<file path="config.mk">
export PLATFORM = sky130hd
export DESIGN_NAME = mem_bank_arbiter
export DESIGN_NICKNAME = d
export VERILOG_FILES = /design/src/rtl/mba_pkg.sv /design/src/rtl/mba_slot_timer.sv /design/src/rtl/mba_arb_core.sv /design/src/rtl/mba_bank_ctl.sv /design/src/rtl/mem_bank_arbiter.sv
export SDC_FILE = /design/constraint.sdc
export NUM_CORES = 1
export LEC_CHECK = 0
export BUFFER_PORTS_ARGS = -buffer_cell sky130_fd_sc_hd__clkbuf_2
export CELL_PAD_IN_SITES_DETAIL_PLACEMENT = 0
export CELL_PAD_IN_SITES_GLOBAL_PLACEMENT = 1
export CORE_MARGIN = 2
export CORE_UTILIZATION = 48
export DETAILED_ROUTE_END_ITERATION = 8
export GPL_ROUTABILITY_DRIVEN = 0
export GPL_TIMING_DRIVEN = 0
export PLACE_DENSITY_LB_ADDON = 0.1
export SYNTH_ARGS = -nofsm -noshare
export SYNTH_HDL_FRONTEND = slang
export SYNTH_SLANG_ARGS = --single-unit
</file>
<file path="constraint.sdc">
create_clock -name clk -period 6.35 [get_ports clk]
set_clock_uncertainty 0.1 [all_clocks]
set_input_delay 1.27 -clock clk [delete_from_list [all_inputs] [get_ports clk]]
set_output_delay 1.27 -clock clk [all_outputs]
set_load 0.02 [all_outputs]
</file>
<file path="src/rtl/mba_pkg.sv">
package mba_pkg;
  // Number of minor slots that make one major bus cycle
  localparam int unsigned MINOR_SLOTS = 8;
  localparam int unsigned SLOT_W      = $clog2(MINOR_SLOTS);
endpackage

</file>
<file path="src/rtl/mba_slot_timer.sv">
module mba_slot_timer
  import mba_pkg::*;
(
  input  logic              clk,
  input  logic              rst,
  input  logic              minor_tick,
  output logic [SLOT_W-1:0] slot_q,
  output logic              eval_o
);

  localparam logic [SLOT_W-1:0] LAST_SLOT = SLOT_W'(MINOR_SLOTS - 1);

  always_ff @(posedge clk) begin
    if (rst) begin
      slot_q <= '0;
    end else if (minor_tick) begin
      slot_q <= (slot_q == LAST_SLOT) ? '0 : slot_q + 1'b1;
    end
  end

  // Arbitration happens on the tick that sits on slot 0
  assign eval_o = minor_tick && (slot_q == '0);

  // slot steps by one per tick and wraps
  p_slot_step_r2: assert property (@(posedge clk) disable iff (rst)
    minor_tick |=> (slot_q == SLOT_W'(($past(slot_q) + 1) % MINOR_SLOTS)));

  // slot holds without a tick
  p_slot_hold_r2: assert property (@(posedge clk) disable iff (rst)
    !minor_tick |=> $stable(slot_q));

endmodule

</file>
<file path="src/rtl/mba_arb_core.sv">
module mba_arb_core #(
  parameter int unsigned NUM_REQ   = 4,
  parameter int unsigned NUM_BANKS = 8,
  parameter int unsigned BANK_W    = $clog2(NUM_BANKS),
  parameter int unsigned IDX_W     = $clog2(NUM_REQ)
) (
  input  logic [NUM_REQ-1:0]           req_valid,
  input  logic [NUM_REQ*BANK_W-1:0]    req_bank,
  input  logic [NUM_BANKS-1:0]         bank_blocked,
  input  logic [NUM_BANKS-1:0]         res_valid,
  input  logic [NUM_BANKS*IDX_W-1:0]   res_idx,
  output logic [NUM_BANKS*NUM_REQ-1:0] win_vec,
  output logic [NUM_BANKS-1:0]         lose_valid,
  output logic [NUM_BANKS*IDX_W-1:0]   lose_idx
);

  // One resolver per bank; requesters scanned from highest priority (index 0)
  for (genvar b = 0; b < NUM_BANKS; b++) begin : g_bank
    logic [NUM_REQ-1:0] win_b;
    logic               lose_v_b;
    logic [IDX_W-1:0]   lose_i_b;
    logic               taken;
    logic [IDX_W-1:0]   limit;

    assign limit = res_idx[b*IDX_W +: IDX_W];

    always_comb begin
      win_b    = '0;
      lose_v_b = 1'b0;
      lose_i_b = '0;
      taken    = 1'b0;
      for (int r = 0; r < NUM_REQ; r++) begin
        if (req_valid[r] && (req_bank[r*BANK_W +: BANK_W] == BANK_W'(b))) begin
          if (!taken && !bank_blocked[b] &&
              (!res_valid[b] || (IDX_W'(r) <= limit))) begin
            win_b[r] = 1'b1;
            taken    = 1'b1;
          end else if (!lose_v_b) begin
            lose_v_b = 1'b1;
            lose_i_b = IDX_W'(r);
          end
        end
      end
    end

    assign win_vec[b*NUM_REQ +: NUM_REQ] = win_b;
    assign lose_valid[b]                 = lose_v_b;
    assign lose_idx[b*IDX_W +: IDX_W]    = lose_i_b;
  end

endmodule

</file>
<file path="src/rtl/mba_bank_ctl.sv">
module mba_bank_ctl #(
  parameter int unsigned NUM_REQ       = 4,
  parameter int unsigned ACCESS_MAJORS = 1,
  parameter int unsigned IDX_W         = $clog2(NUM_REQ)
) (
  input  logic               clk,
  input  logic               rst,
  input  logic               eval,
  input  logic [NUM_REQ-1:0] win,
  input  logic               lose_valid,
  input  logic [IDX_W-1:0]   lose_idx,
  output logic               blocked,
  output logic               busy_o,
  output logic               res_valid_q,
  output logic [IDX_W-1:0]   res_idx_q,
  output logic               start_q
);

  localparam int unsigned CNT_W = $clog2(ACCESS_MAJORS + 1);
  localparam logic [CNT_W-1:0] CNT_LOAD = CNT_W'(ACCESS_MAJORS);
  localparam logic [CNT_W-1:0] CNT_ONE  = CNT_W'(1);

  // Remaining major cycles of the running access, counting the current one
  logic [CNT_W-1:0] busy_cnt_q;
  logic             granted;
  logic             keep_v;
  logic             res_v_next;
  logic [IDX_W-1:0] res_i_next;

  assign granted = |win;
  assign blocked = busy_cnt_q > CNT_ONE;
  assign busy_o  = busy_cnt_q != '0;

  // Reservation update: drop when the owner wins, tighten to a better loser
  always_comb begin
    keep_v     = res_valid_q && !win[res_idx_q];
    res_v_next = keep_v;
    res_i_next = res_idx_q;
    if (lose_valid && (!keep_v || (lose_idx < res_idx_q))) begin
      res_v_next = 1'b1;
      res_i_next = lose_idx;
    end
  end

  always_ff @(posedge clk) begin
    if (rst) begin
      busy_cnt_q  <= '0;
      res_valid_q <= 1'b0;
      res_idx_q   <= '0;
      start_q     <= 1'b0;
    end else begin
      start_q <= eval && granted;
      if (eval) begin
        if (granted) begin
          busy_cnt_q <= CNT_LOAD;
        end else if (busy_cnt_q != '0) begin
          busy_cnt_q <= busy_cnt_q - 1'b1;
        end
        res_valid_q <= res_v_next;
        res_idx_q   <= res_i_next;
      end
    end
  end

  // a busy bank launches nothing
  p_busy_refuse_r7: assert property (@(posedge clk) disable iff (rst)
    (eval && blocked) |-> (win == '0));

  // at most one winner per bank
  p_one_winner_r10: assert property (@(posedge clk) disable iff (rst)
    eval |-> $onehot0(win));

  // no requester below the reservation wins
  p_res_rank_r8: assert property (@(posedge clk) disable iff (rst)
    (eval && res_valid_q) |-> ((win >> res_idx_q) <= NUM_REQ'(1)));

endmodule

</file>
<file path="src/rtl/mem_bank_arbiter.sv">
module mem_bank_arbiter
  import mba_pkg::*;
#(
  parameter int unsigned NUM_REQ       = 4,
  parameter int unsigned NUM_BANKS     = 8,
  parameter int unsigned ACCESS_MAJORS = 1,
  parameter int unsigned BANK_W        = $clog2(NUM_BANKS)
) (
  input  logic                      clk,
  input  logic                      rst,
  input  logic                      minor_tick,
  input  logic [NUM_REQ-1:0]        req_valid,
  input  logic [NUM_REQ*BANK_W-1:0] req_bank,
  output logic [SLOT_W-1:0]         slot,
  output logic                      major_start,
  output logic [NUM_REQ-1:0]        grant,
  output logic [NUM_REQ-1:0]        lockout,
  output logic [NUM_BANKS-1:0]      bank_start,
  output logic [NUM_BANKS-1:0]      bank_busy
);

  localparam int unsigned IDX_W = $clog2(NUM_REQ);

  logic                         eval;
  logic [NUM_BANKS-1:0]         bank_blocked;
  logic [NUM_BANKS-1:0]         res_valid;
  logic [NUM_BANKS*IDX_W-1:0]   res_idx;
  logic [NUM_BANKS*NUM_REQ-1:0] win_vec;
  logic [NUM_BANKS-1:0]         lose_valid;
  logic [NUM_BANKS*IDX_W-1:0]   lose_idx;
  logic [NUM_REQ-1:0]           grant_next;
  logic [NUM_REQ-1:0]           grant_q;
  logic [NUM_REQ-1:0]           lockout_q;
  logic                         major_q;

  mba_slot_timer u_timer (
    .clk        (clk),
    .rst        (rst),
    .minor_tick (minor_tick),
    .slot_q     (slot),
    .eval_o     (eval)
  );

  mba_arb_core #(
    .NUM_REQ   (NUM_REQ),
    .NUM_BANKS (NUM_BANKS),
    .BANK_W    (BANK_W),
    .IDX_W     (IDX_W)
  ) u_core (
    .req_valid    (req_valid),
    .req_bank     (req_bank),
    .bank_blocked (bank_blocked),
    .res_valid    (res_valid),
    .res_idx      (res_idx),
    .win_vec      (win_vec),
    .lose_valid   (lose_valid),
    .lose_idx     (lose_idx)
  );

  for (genvar b = 0; b < NUM_BANKS; b++) begin : g_bank
    mba_bank_ctl #(
      .NUM_REQ       (NUM_REQ),
      .ACCESS_MAJORS (ACCESS_MAJORS),
      .IDX_W         (IDX_W)
    ) u_bank (
      .clk         (clk),
      .rst         (rst),
      .eval        (eval),
      .win         (win_vec[b*NUM_REQ +: NUM_REQ]),
      .lose_valid  (lose_valid[b]),
      .lose_idx    (lose_idx[b*IDX_W +: IDX_W]),
      .blocked     (bank_blocked[b]),
      .busy_o      (bank_busy[b]),
      .res_valid_q (res_valid[b]),
      .res_idx_q   (res_idx[b*IDX_W +: IDX_W]),
      .start_q     (bank_start[b])
    );
  end

  // Fold per-bank winners into per-requester grants
  always_comb begin
    grant_next = '0;
    for (int b = 0; b < NUM_BANKS; b++) begin
      grant_next = grant_next | win_vec[b*NUM_REQ +: NUM_REQ];
    end
  end

  always_ff @(posedge clk) begin
    if (rst) begin
      grant_q   <= '0;
      lockout_q <= '0;
      major_q   <= 1'b0;
    end else begin
      major_q <= eval;
      if (eval) begin
        grant_q   <= grant_next;
        lockout_q <= req_valid & ~grant_next;
      end
    end
  end

  assign grant       = grant_q;
  assign lockout     = lockout_q;
  assign major_start = major_q;

  // outcome only moves at an evaluation
  p_hold_outcome_r3: assert property (@(posedge clk) disable iff (rst)
    !eval |=> ($stable(grant_q) && $stable(lockout_q)));

  // strobes only follow an evaluation
  p_start_after_eval_r10: assert property (@(posedge clk) disable iff (rst)
    (bank_start != '0) |-> $past(eval));

  // every grant is matched by exactly one bank strobe
  p_grant_strobe_r4: assert property (@(posedge clk) disable iff (rst)
    major_q |-> ($countones(grant_q) == $countones(bank_start)));

endmodule

</file>
Word level (Yosys, flattened, before mapping) --
Index checks and enable logic that the tools add are counted.
Storage, ports and cells: word-level logic and storage cells 642, register bits after elaboration 52, output and inout port bits 28, input bits 19
Cells by class: equal/unequal tests 29, bitwise operators 9, mux-type cells 273, add/subtract/negate cells 9, $lt $le $gt $ge 56, reductions and logical operators 230
Operator list (number):
- 1-bit two-way mux | 200
- 2-bit two-way mux | 64
- 1-bit logical AND | 113
- 1-bit zero test | 56
- 3-bit == test, second input constant | 17
- 1-bit logical OR | 40
- 1-bit by 2-bit <= comparator with 1-bit output, first input constant | 16
- 2-bit <= comparator, first input constant | 16
- 4-bit OR reduction | 8
- 4-bit bitwise OR | 7
- 3-bit by 2-bit == test with 1-bit output, second input constant | 8
- 2-bit by 3-bit less-than comparator with 1-bit output, second input constant | 8
- 1-bit binary-select mux with 2-bit select | 8
- 2-bit less-than comparator | 8
- 2-bit AND reduction | 8
- 3-bit zero test | 5
- 3-bit by 1-bit == test with 1-bit output, second input constant | 4
- 1-bit > comparator, second input constant | 8
- 1-bit subtractor, second input constant | 8
- 4-bit bitwise AND | 1
- 4-bit NOT | 1
- 3-bit by 1-bit adder with 3-bit output, second input constant | 1
- 3-bit two-way mux | 1

Logic depth before layout (Yosys ltp) --
Gate-level depths: netlist of run 1.
depth after elaboration 29, depth in mapped cells 12, gate-level depth less buffers 11

By module --
Synthesis of run 1 repeated with hierarchy kept, for this count alone.
Unflattened totals: cells, all modules 497, area, all modules 4558.1 um2
Modules (own cells, without submodules):
- mba_bank_ctl | cells each 26, times used 8, area an instance 281.5 um2, seq. area each 100.1 um2
- mba_arb_core | cells each 231, times used 1, area an instance 1695.4 um2, seq. area each 0.0 um2
- mem_bank_arbiter | cells each 41, times used 1, area an instance 447.9 um2, seq. area each 180.2 um2
- mba_slot_timer | cells each 17, times used 1, area an instance 162.7 um2, seq. area each 60.1 um2

Least setup slack after synthesis of run 1 --
No wires, ideal clock.
path kind input-to-reg, from input port req_bank[0], to register g_bank[2].u_bank.res_idx_q[0], data arrival time 3.172 ns, library setup time 0.119 ns, data required time 6.131 ns, buffers on the path 1, slack 2.959 ns, cell stages on the path 10, cells stage by stage buf_4 and4bb_2 nor3_2 nor2_1 o221a_2 ha_1 nand2_1 o32ai_1 a211oi_1 o221a_1
On the way: elaborated cells between the ends (all ways) 47, classes of those cells 1 x order compare; 1 x eq/ne; 29 x mux; 16 x reduce/logical
RTL lines:
- from (decl) | RTL line mem_bank_arbiter.sv:13 | input logic [NUM_REQ*BANK_W-1:0] req_bank,
- 3-bit by 2-bit == test with 1-bit output * | RTL line mba_arb_core.sv:33 | if (req_valid[r] && (req_bank[r*BANK_W +: BANK_W] == BANK_W'(b))) begin
- 1-bit logical AND * | RTL line mba_arb_core.sv:33
- 1-bit two-way mux | RTL line mba_arb_core.sv:33
- 1-bit zero test | RTL line mba_arb_core.sv:34 | if (!taken && !bank_blocked[b] &&
- 1-bit logical AND (2 in series) | RTL line mba_arb_core.sv:34
- 1-bit two-way mux | RTL line mba_arb_core.sv:34
- 1-bit two-way mux | RTL line mba_arb_core.sv:33
- 1-bit zero test | RTL line mba_arb_core.sv:34
- [... 5 more ...]
- 1-bit logical AND (2 in series) | RTL line mba_arb_core.sv:34
- 2-bit two-way mux | RTL line mba_arb_core.sv:34
- 2-bit two-way mux * | RTL line mba_arb_core.sv:33
- named net g_bank[2].u_bank.lose_idx[1] | RTL line mba_bank_ctl.sv:11 | input logic [IDX_W-1:0] lose_idx,
- 2-bit less-than comparator * | RTL line mba_bank_ctl.sv:39 | if (lose_valid && (!keep_v || (lose_idx < res_idx_q))) begin
- 1-bit logical OR * | RTL line mba_bank_ctl.sv:39
- 1-bit logical AND * | RTL line mba_bank_ctl.sv:39
- 2-bit AND reduction (no line) *
- to (signal assigned) | RTL line mba_bank_ctl.sv:60 | res_idx_q <= res_i_next;
- to (decl) | RTL line mba_bank_ctl.sv:15 | output logic [IDX_W-1:0] res_idx_q,
The timed path passes the listed nets; every way through them passes the cells marked *. The select of a mux whose other input is x is not followed. A chain may end at the register's enable or synchronous reset.

Worst setup path after layout of run 1 --
from input port req_bank[5], to register g_bank[0].u_bank.res_idx_q[1]
On the way: elaborated cells between the ends (all ways) 37, classes of those cells 1 x order compare; 22 x mux; 14 x reduce/logical
RTL lines (RTL line):
- 3-bit zero test * | mba_arb_core.sv:33
- 1-bit logical AND * | mba_arb_core.sv:33
- 1-bit two-way mux | mba_arb_core.sv:33
- 1-bit zero test | mba_arb_core.sv:34
- 1-bit logical AND (2 in series) | mba_arb_core.sv:34
- 1-bit two-way mux | mba_arb_core.sv:34
- 1-bit two-way mux | mba_arb_core.sv:33
- 1-bit zero test | mba_arb_core.sv:34
- 1-bit logical AND (2 in series) | mba_arb_core.sv:34
- 2-bit two-way mux | mba_arb_core.sv:34
- 2-bit two-way mux * | mba_arb_core.sv:33
- named net g_bank[0].u_bank.lose_idx[1] | mba_bank_ctl.sv:11
- 2-bit less-than comparator | mba_bank_ctl.sv:39
- 1-bit logical OR | mba_bank_ctl.sv:39
- 1-bit logical AND | mba_bank_ctl.sv:39
- 2-bit AND reduction (no line)
- to (signal assigned) | mba_bank_ctl.sv:60
- to (decl) | mba_bank_ctl.sv:15
Marks and branches as above.

==> results of run 1 <==
==> routing by layer <==
layer / wire length (um) / vias to the layer above / track usage / share of wire
li1: - / 2436 / - / -
met1: 6710 / 2408 / 0.390 / 0.45
met2: 6830 / 199 / 0.460 / 0.46
met3: 933 / 27 / 0.0271 / 0.063
met4: 312 / 0 / 0.0779 / 0.021
met5: 0 / - / 0 / 0
==> path summary, 6_finish.rpt <==
check	to	cells after the start
hold reg to reg	g_bank[3].u_bank.busy_o	1
setup / recovery	g_bank[0].u_bank.res_idx_q[1]	11
hold / removal	g_bank[3].u_bank.busy_o	1
setup reg to reg	g_bank[1].u_bank.res_valid_q	7
==> logic make-up (layout without fill, tap and decap cells) <==
kind of cell / after synthesis / count (layout) / synth area share
buffers and inverters: 79 / 132 / 0.0869
adders and majority gates: 11 / 11 / 0.0293
DFF: 52 / 52 / 0.222
and+or+nand+nor: 255 / 255 / 0.362
muxes: 6 / 6 / 0.0139
AOI/OAI and AO/OA: 202 / 202 / 0.286
==> through the flow <==
step           hold WS [ps]   util  instances
3_3_place_gp            334  0.527        783
5_1_grt                 378  0.538        791
6_report                360  0.538        791
2_1_floorplan           328      -        605
3_5_place_dp            341  0.527        783
4_1_cts                 367  0.538        791
==> final cells by class <==
class                           count  area [um^2]
Clock inverter                      2         15.0
Timing Repair Buffer               45          225
Tap cell                          133          166
Sequential cell                    52         1040
Fill cell                         987         4460
Inverter                           24         90.1
Buffer                             55          318
Multi-Input combinational cell    474         3240
Clock buffer                        6         82.6
==> Yosys cell counts (all sizes together), types with 11 or more instances <==
master  count
o21ai      57
dfxtp      52
a21oi      44
nand2      44
buf        36
nor2       32
inv        24
nand3      23
nor3       20
clkbuf     19
a31oi      16
nand4      16
nand2b     13
and3       12
nand4b     12
a21o       11
ha         11
==> sequential cells by signal, summed over array words and instances (netlist names) <==
register / count
g_bank.u_bank.busy_o: 8
major_start: 1
g_bank.u_bank.res_idx_q: 16
g_bank.u_bank.res_valid_q: 8
grant: 4
g_bank.u_bank.start_q: 8
lockout: 4
u_timer.slot_q: 3
==> power by group <==
| part | leakage [nW] | switching [mW] | internal, mW |
|---|---|---|---|
| registers | 0.422 | 0.0108 | 0.339 |
| logic | 1.56 | 0.135 | 0.0751 |
| clock network | 0.0434 | 0.125 | 0.0888 |
| total | 2.03 | 0.271 | 0.503 |
==> worst max-delay path: stages <==
cell and delay (ps):
sky130_fd_sc_hd__clkbuf_2 120, sky130_fd_sc_hd__or4b_1 540, sky130_fd_sc_hd__clkbuf_1 180, sky130_fd_sc_hd__nor3_1 350, sky130_fd_sc_hd__a21oi_1 70, sky130_fd_sc_hd__a21oi_1 230, sky130_fd_sc_hd__ha_1 200, sky130_fd_sc_hd__inv_1 50
sky130_fd_sc_hd__a2111oi_1 540, sky130_fd_sc_hd__o311ai_1 140, sky130_fd_sc_hd__o31ai_1 120
==> results.cfg, run 1 <==
[detailed_routing]
drtIter0Drc = 320
drtPass1Iterations = 5
route.vias.total = 5070
drtAntennaViolNets = 0
routed_wl_um = 14800
post-route-drc-count = 0
route.detailed.wl_per_inst_um = 18.7
drt-vias-per-instance = 6.41

[min_path]
min-delay-start = g_bank[3].u_bank.busy_o
hp_class = flip-flop to flip-flop

[placement]
detailedPlace.worstSlack_ps = 2410
post_dp_cell_area_um2 = 5080
dpl.hpwl_um = 11100
number_of_port_buffers = 45

[floorplanning]
ioPinCount = 47
floorplan.die.height_um = 103
dieArea_um2 = 10600
floorplan.initialDensity = 0.487
die-width_um = 103
row_count = 36
coreArea_um2 = 9640

[clocking]
cts_max_path_buffers = 2
cts_tree = done
tritoncts.num_buffers = 5
worst_skew_pair.late_latency_ps = 320
holdBufCountCts = 0
cts.repair_timing.setup_buffer_count = 0
path_clk_slew_ps = 120
cts_root_buf = sky130_fd_sc_hd__clkbuf_8
cts_repair_resize_count = 0
clock-sinks = 52
cts.htree.levels = 2

[synthesis]
synthTopCellsByArea = sky130_fd_sc_hd__dfxtp_1 (22%), sky130_fd_sc_hd__o21ai_0 (5.8%), sky130_fd_sc_hd__a21oi_1 (4.7%), sky130_fd_sc_hd__buf_4 (3.7%), sky130_fd_sc_hd__nand2_1 (3.5%)
yosys.cell_types.count = 82
postSynthNetCount = 635
syn-instance-count = 605
yosys.area.top_type = sky130_fd_sc_hd__dfxtp_1
synth_warnings = 0
ys_ff_latch = 52
synth_async_sr_flop_share = 0
sequential_area_share_after_synthesis = 0.222
synth_enable_flop_cells = 0
netlist_area_pre_place_um2 = 4690
synth.avg_cell_area_um2 = 7.76
yosysTopAreaCellShare = 0.222
ys.flop_type = sky130_fd_sc_hd__dfxtp_1

[sta]
final_period_utilization = 0.578
layout_setup_ws_ps = 2680
maxSlewViolCount = 0
finalCriticalPeriod_ps = 3670
timing.max_slew.rel_slack = 0.294
finalSetupTns_ps = 0
worst_pin_slew_ps = 1060
clock.fmax_mhz = 273
rsz0062_at_grt = false
final_count_of_negative_setup_slack_endpoints = 0
hold_violations = 0

[cells_and_area]
finalInstanceArea_um2 = 5180
nets = 687
post_route_cells_drive_above_1_share = 0.178
final_common_cell = sky130_fd_sc_hd__o21ai_0
layout.cells.most_common_list = sky130_fd_sc_hd__o21ai_0 (54), sky130_fd_sc_hd__dfxtp_1 (52), sky130_fd_sc_hd__clkbuf_2 (45)
antennaDiodeCount = 0
layout-area-overhead-vs-synth_pct = 10.4

[setup_path]
setup.worst_path.end_class = flip-flop
reg2reg_from = u_timer.slot_q[0]
worstPathArrival_ps = 3810
critPathLaunchType = input port
worst-r2r-setup-slack_ps = 3420
crit_path_start = req_bank[5]
critical_path_class = input port to flip-flop
timing.critical_path.required_ps = 6490
critical_path.max_fanout = 6

[global_route]
grt_start_max_net_pins = 17
grt_util_all_layers = 0.279
grt_remaining_overflow = 0
via_count_of_the_first_global_routing_pass = 4508
grt_antenna_before_repair = 0
global_route_wire_length_before_repair_um = 23300

[flow_run]
maxCapViolations = 0

[pwr]
total_power_draw_uw = 774
power_per_cell_area_nw_per_um2 = 149
leakage_nw = 2.03
peakVddDrop_mv = 0.109

[status]
outcome = completed
(Power assumes the default switching activity.)
==> run 2, diff against run 1 <==
--- a/config.mk
+++ b/config.mk
@@ -5,11 +5,12 @@
 export SDC_FILE = /design/constraint.sdc
 export NUM_CORES = 1
 export LEC_CHECK = 0
+export ABC_AREA = 1
 export BUFFER_PORTS_ARGS = -buffer_cell sky130_fd_sc_hd__clkbuf_2
 export CELL_PAD_IN_SITES_DETAIL_PLACEMENT = 0
 export CELL_PAD_IN_SITES_GLOBAL_PLACEMENT = 1
 export CORE_MARGIN = 2
-export CORE_UTILIZATION = 48
+export CORE_UTILIZATION = 37
 export DETAILED_ROUTE_END_ITERATION = 8
 export GPL_ROUTABILITY_DRIVEN = 0
 export GPL_TIMING_DRIVEN = 0
==> constraint.sdc (replaced) <==
create_clock -name clk -period 3.1 [get_ports clk]
set_clock_uncertainty 0.1 [all_clocks]
set_input_delay 0.62 -clock clk [delete_from_list [all_inputs] [get_ports clk]]
set_output_delay 0.62 -clock clk [all_outputs]
set_load 0.02 [all_outputs]
==> run 2 against run 1 <==
  * Cell area shrank 15%
  * Clock-buffer cell count shrank 1
  * Combinational power increased by 61%
  * Total power grew 100%
  * Global-route usage decreased by 8.3 points
  * Via count down 21%
  * Area after synthesis is 17% lower
  * Critical path type is now flip-flop to flip-flop
==> results.cfg, run 2 <==
[synthesis]
synth_async_sr_flop_share = 0
yosys.cell_types.count = 30
synthTopCellsByArea = sky130_fd_sc_hd__dfxtp_1 (27%), sky130_fd_sc_hd__nand2_1 (15%), sky130_fd_sc_hd__a21oi_1 (7.4%), sky130_fd_sc_hd__nand3_1 (7.0%), sky130_fd_sc_hd__inv_1 (6.9%)
syn-instance-count = 628
ys.flop_type = sky130_fd_sc_hd__dfxtp_1
yosys.area.top_type = sky130_fd_sc_hd__dfxtp_1
netlist_area_pre_place_um2 = 3920
synth_most_common_cell = sky130_fd_sc_hd__nand2_1
sequential_area_share_after_synthesis = 0.266
synth_commonest_cells = sky130_fd_sc_hd__nand2_1 (154), sky130_fd_sc_hd__inv_1 (72), sky130_fd_sc_hd__nor2_1 (70)
ys_ff_latch = 52
yosysTopAreaCellShare = 0.266
synth.avg_cell_area_um2 = 6.24
synth_warnings = 0
postSynthNetCount = 658
synth_enable_flop_cells = 0

[clocking]
holdBufCountCts = 0
cts_tree = done
path_clk_slew_ps = 100
cts_max_path_buffers = 2
worst_skew_pair.late_latency_ps = 330
cts_root_buf = sky130_fd_sc_hd__clkbuf_8
cts.repair_timing.setup_buffer_count = 0
clock-sinks = 52
cts_repair_resize_count = 0
cts.htree.levels = 2
tritoncts.num_buffers = 5

[floorplanning]
dieArea_um2 = 11400
row_count = 37
ioPinCount = 47
coreArea_um2 = 10300
die-width_um = 107
floorplan.die.height_um = 107
floorplan.initialDensity = 0.379

[setup_path]
critPathTopFamily = buffers and inverters
critical_path.max_fanout = 10
regToRegEndpoint = g_bank[5].u_bank.res_idx_q[1]
setup.worst_path.end_class = flip-flop
worst_setup_endpoint = g_bank[5].u_bank.res_idx_q[1]
crit_path_start = u_timer.slot_q[0]
critical_path_class = flip-flop to flip-flop
critical_path_buf_inv_count = 3
r2r.worst_path.cells = 9
slowest_library_cell_on_the_worst_path = sky130_fd_sc_hd__clkbuf_1
reg2reg_from = u_timer.slot_q[0]
critical_path_max_stage_delay_ps = 640
cp_num_cells = 9
timing.critical_path.required_ps = 3220
critPathLaunchType = flip-flop
cell_by_cell_listing_of_the_critical_path = inv_1 > ha_1 > nand2_1 > nor2_4 > inv_1 > clkbuf_1 > nor2_1 > a21oi_1 > nor2_1
worstPathArrival_ps = 2600
worst-r2r-setup-slack_ps = 610

[cells_and_area]
layout.cells.most_common_list = sky130_fd_sc_hd__nand2_1 (154), sky130_fd_sc_hd__inv_1 (72), sky130_fd_sc_hd__nor2_1 (70)
nets = 710
post_route_cells_drive_above_1_share = 0.213
finish.cell_count_without_fillers = 817
registers.top_by_ff_count = g_bank.u_bank.res_idx_q
ff_latch_area_um2 = 1040
layout-area-overhead-vs-synth_pct = 13.0
largest_reg_flops = 16
number_of_inserted_filler_cells_in_the_final_layout = 1162
multi_input_comb_area_um2 = 2420
finalInstanceArea_um2 = 4430
antennaDiodeCount = 0
final_common_cell = sky130_fd_sc_hd__nand2_1

[global_route]
grt_util_all_layers = 0.196
grt_start_max_net_pins = 18
grt_remaining_overflow = 0
grt_antenna_before_repair = 0
via_count_of_the_first_global_routing_pass = 3480
global_route_wire_length_before_repair_um = 17400

[sta]
clock.fmax_mhz = 402
timing.hold.ws_ps = 351
worst_pin_slew_ps = 788
hold_violations = 0
timing.max_slew.rel_slack = 0.475
final_period_utilization = 0.803
finalSetupTns_ps = 0
final_count_of_negative_setup_slack_endpoints = 0
rsz0062_at_grt = false
finalCriticalPeriod_ps = 2490
maxSlewViolCount = 0

[placement]
place_inst = 809
number_of_port_buffers = 45
post_dp_cell_area_um2 = 4310
dpl.hpwl_um = 8890

[pwr]
peakVddDrop_mv = 0.178
leakage_nw = 2.08
power_per_cell_area_nw_per_um2 = 351

[detailed_routing]
routed_wl_um = 10800
route.detailed.wl_per_inst_um = 13.3
drtPass1Iterations = 4
drtAntennaViolNets = 0
post-route-drc-count = 0
drtIter0Drc = 145
route.vias.total = 4009
drt-vias-per-instance = 4.91

[flow_run]
maxCapViolations = 0

[min_path]
hp_class = flip-flop to flip-flop

[status]
outcome = completed
-- run 2: area by class of cell --
| cell class | count | share of cell area |
|---|---|---|
| Tap cell | 136 | 0.0384 |
| Multi-Input combinational cell | 472 | 0.546 |
| Clock buffer | 5 | 0.0155 |
| Buffer | 23 | 0.0342 |
| Sequential cell | 52 | 0.235 |
| Clock inverter | 3 | 0.0105 |
| Timing Repair Buffer | 45 | 0.0509 |
| Inverter | 81 | 0.0689 |
-- run 2: worst register-to-register path, cell delays in order (launching register included) --
cell,delay [ps]
sky130_fd_sc_hd__dfxtp_1,430
sky130_fd_sc_hd__inv_1,70
sky130_fd_sc_hd__ha_1,190
sky130_fd_sc_hd__nand2_1,100
sky130_fd_sc_hd__nor2_4,80
sky130_fd_sc_hd__inv_1,270
sky130_fd_sc_hd__clkbuf_1,650
sky130_fd_sc_hd__nor2_1,230
sky130_fd_sc_hd__a21oi_1,210
sky130_fd_sc_hd__nor2_1,60
-- run 2: worst min-delay path by stage --
stage | start | to | slack (ps) | cells past startpoint
6_report | lockout[0] | lockout[0] | 350 | 2
5_1_grt | lockout[1] | lockout[1] | 380 | 2
4_1_cts | lockout[0] | lockout[0] | 350 | 2
3_5_place_dp | lockout[0] | lockout[0] | 340 | 2
3_3_place_gp | lockout[0] | lockout[0] | 330 | 2
2_1_floorplan | g_bank[7].u_bank.busy_o | g_bank[7].u_bank.busy_o | 330 | 2
-- run 2: power by group --
| group | switching, mW | internal [mW] | total, mW |
|---|---|---|---|
| clock network | 0.260 | 0.244 | 0.504 |
| registers | 0.0181 | 0.693 | 0.711 |
| logic | 0.230 | 0.109 | 0.339 |
| total | 0.508 | 1.05 | 1.55 |
-- run 2: logic make-up (layout without fill, tap and decap cells) --
| family | after synthesis | in the layout | synth area share |
|---|---|---|---|
| AND/OR/NAND/NOR | 351 | 351 | 0.428 |
| flip-flops | 52 | 52 | 0.266 |
| buffers and inverters | 104 | 157 | 0.117 |
| AO/OA/AOI/OAI | 110 | 110 | 0.155 |
| adder cells (fa/ha/maj) | 11 | 11 | 0.0351 |
-- run 2: stage by stage --
stage | util | power [mW] | setup slack, ps
after floorplan | - | 0.964 | 975
after global placement | 0.418 | 1.07 | 530
after detailed placement | 0.418 | 1.07 | 552
after CTS | 0.429 | 1.57 | 595
after global routing | 0.429 | 1.65 | 420
final | 0.429 | 1.55 | 612
-- run 2: routing by layer --
metal | up-vias | part of all wire | wire length [um] | global-route usage
met5 | - | 0 | 0 | 0
met4 | 0 | 0.0082 | 89 | 0.0399
met3 | 5 | 0.051 | 549 | 0.0237
met2 | 82 | 0.46 | 5010 | 0.333
met1 | 1785 | 0.48 | 5200 | 0.267
li1 | 2137 | - | - | -
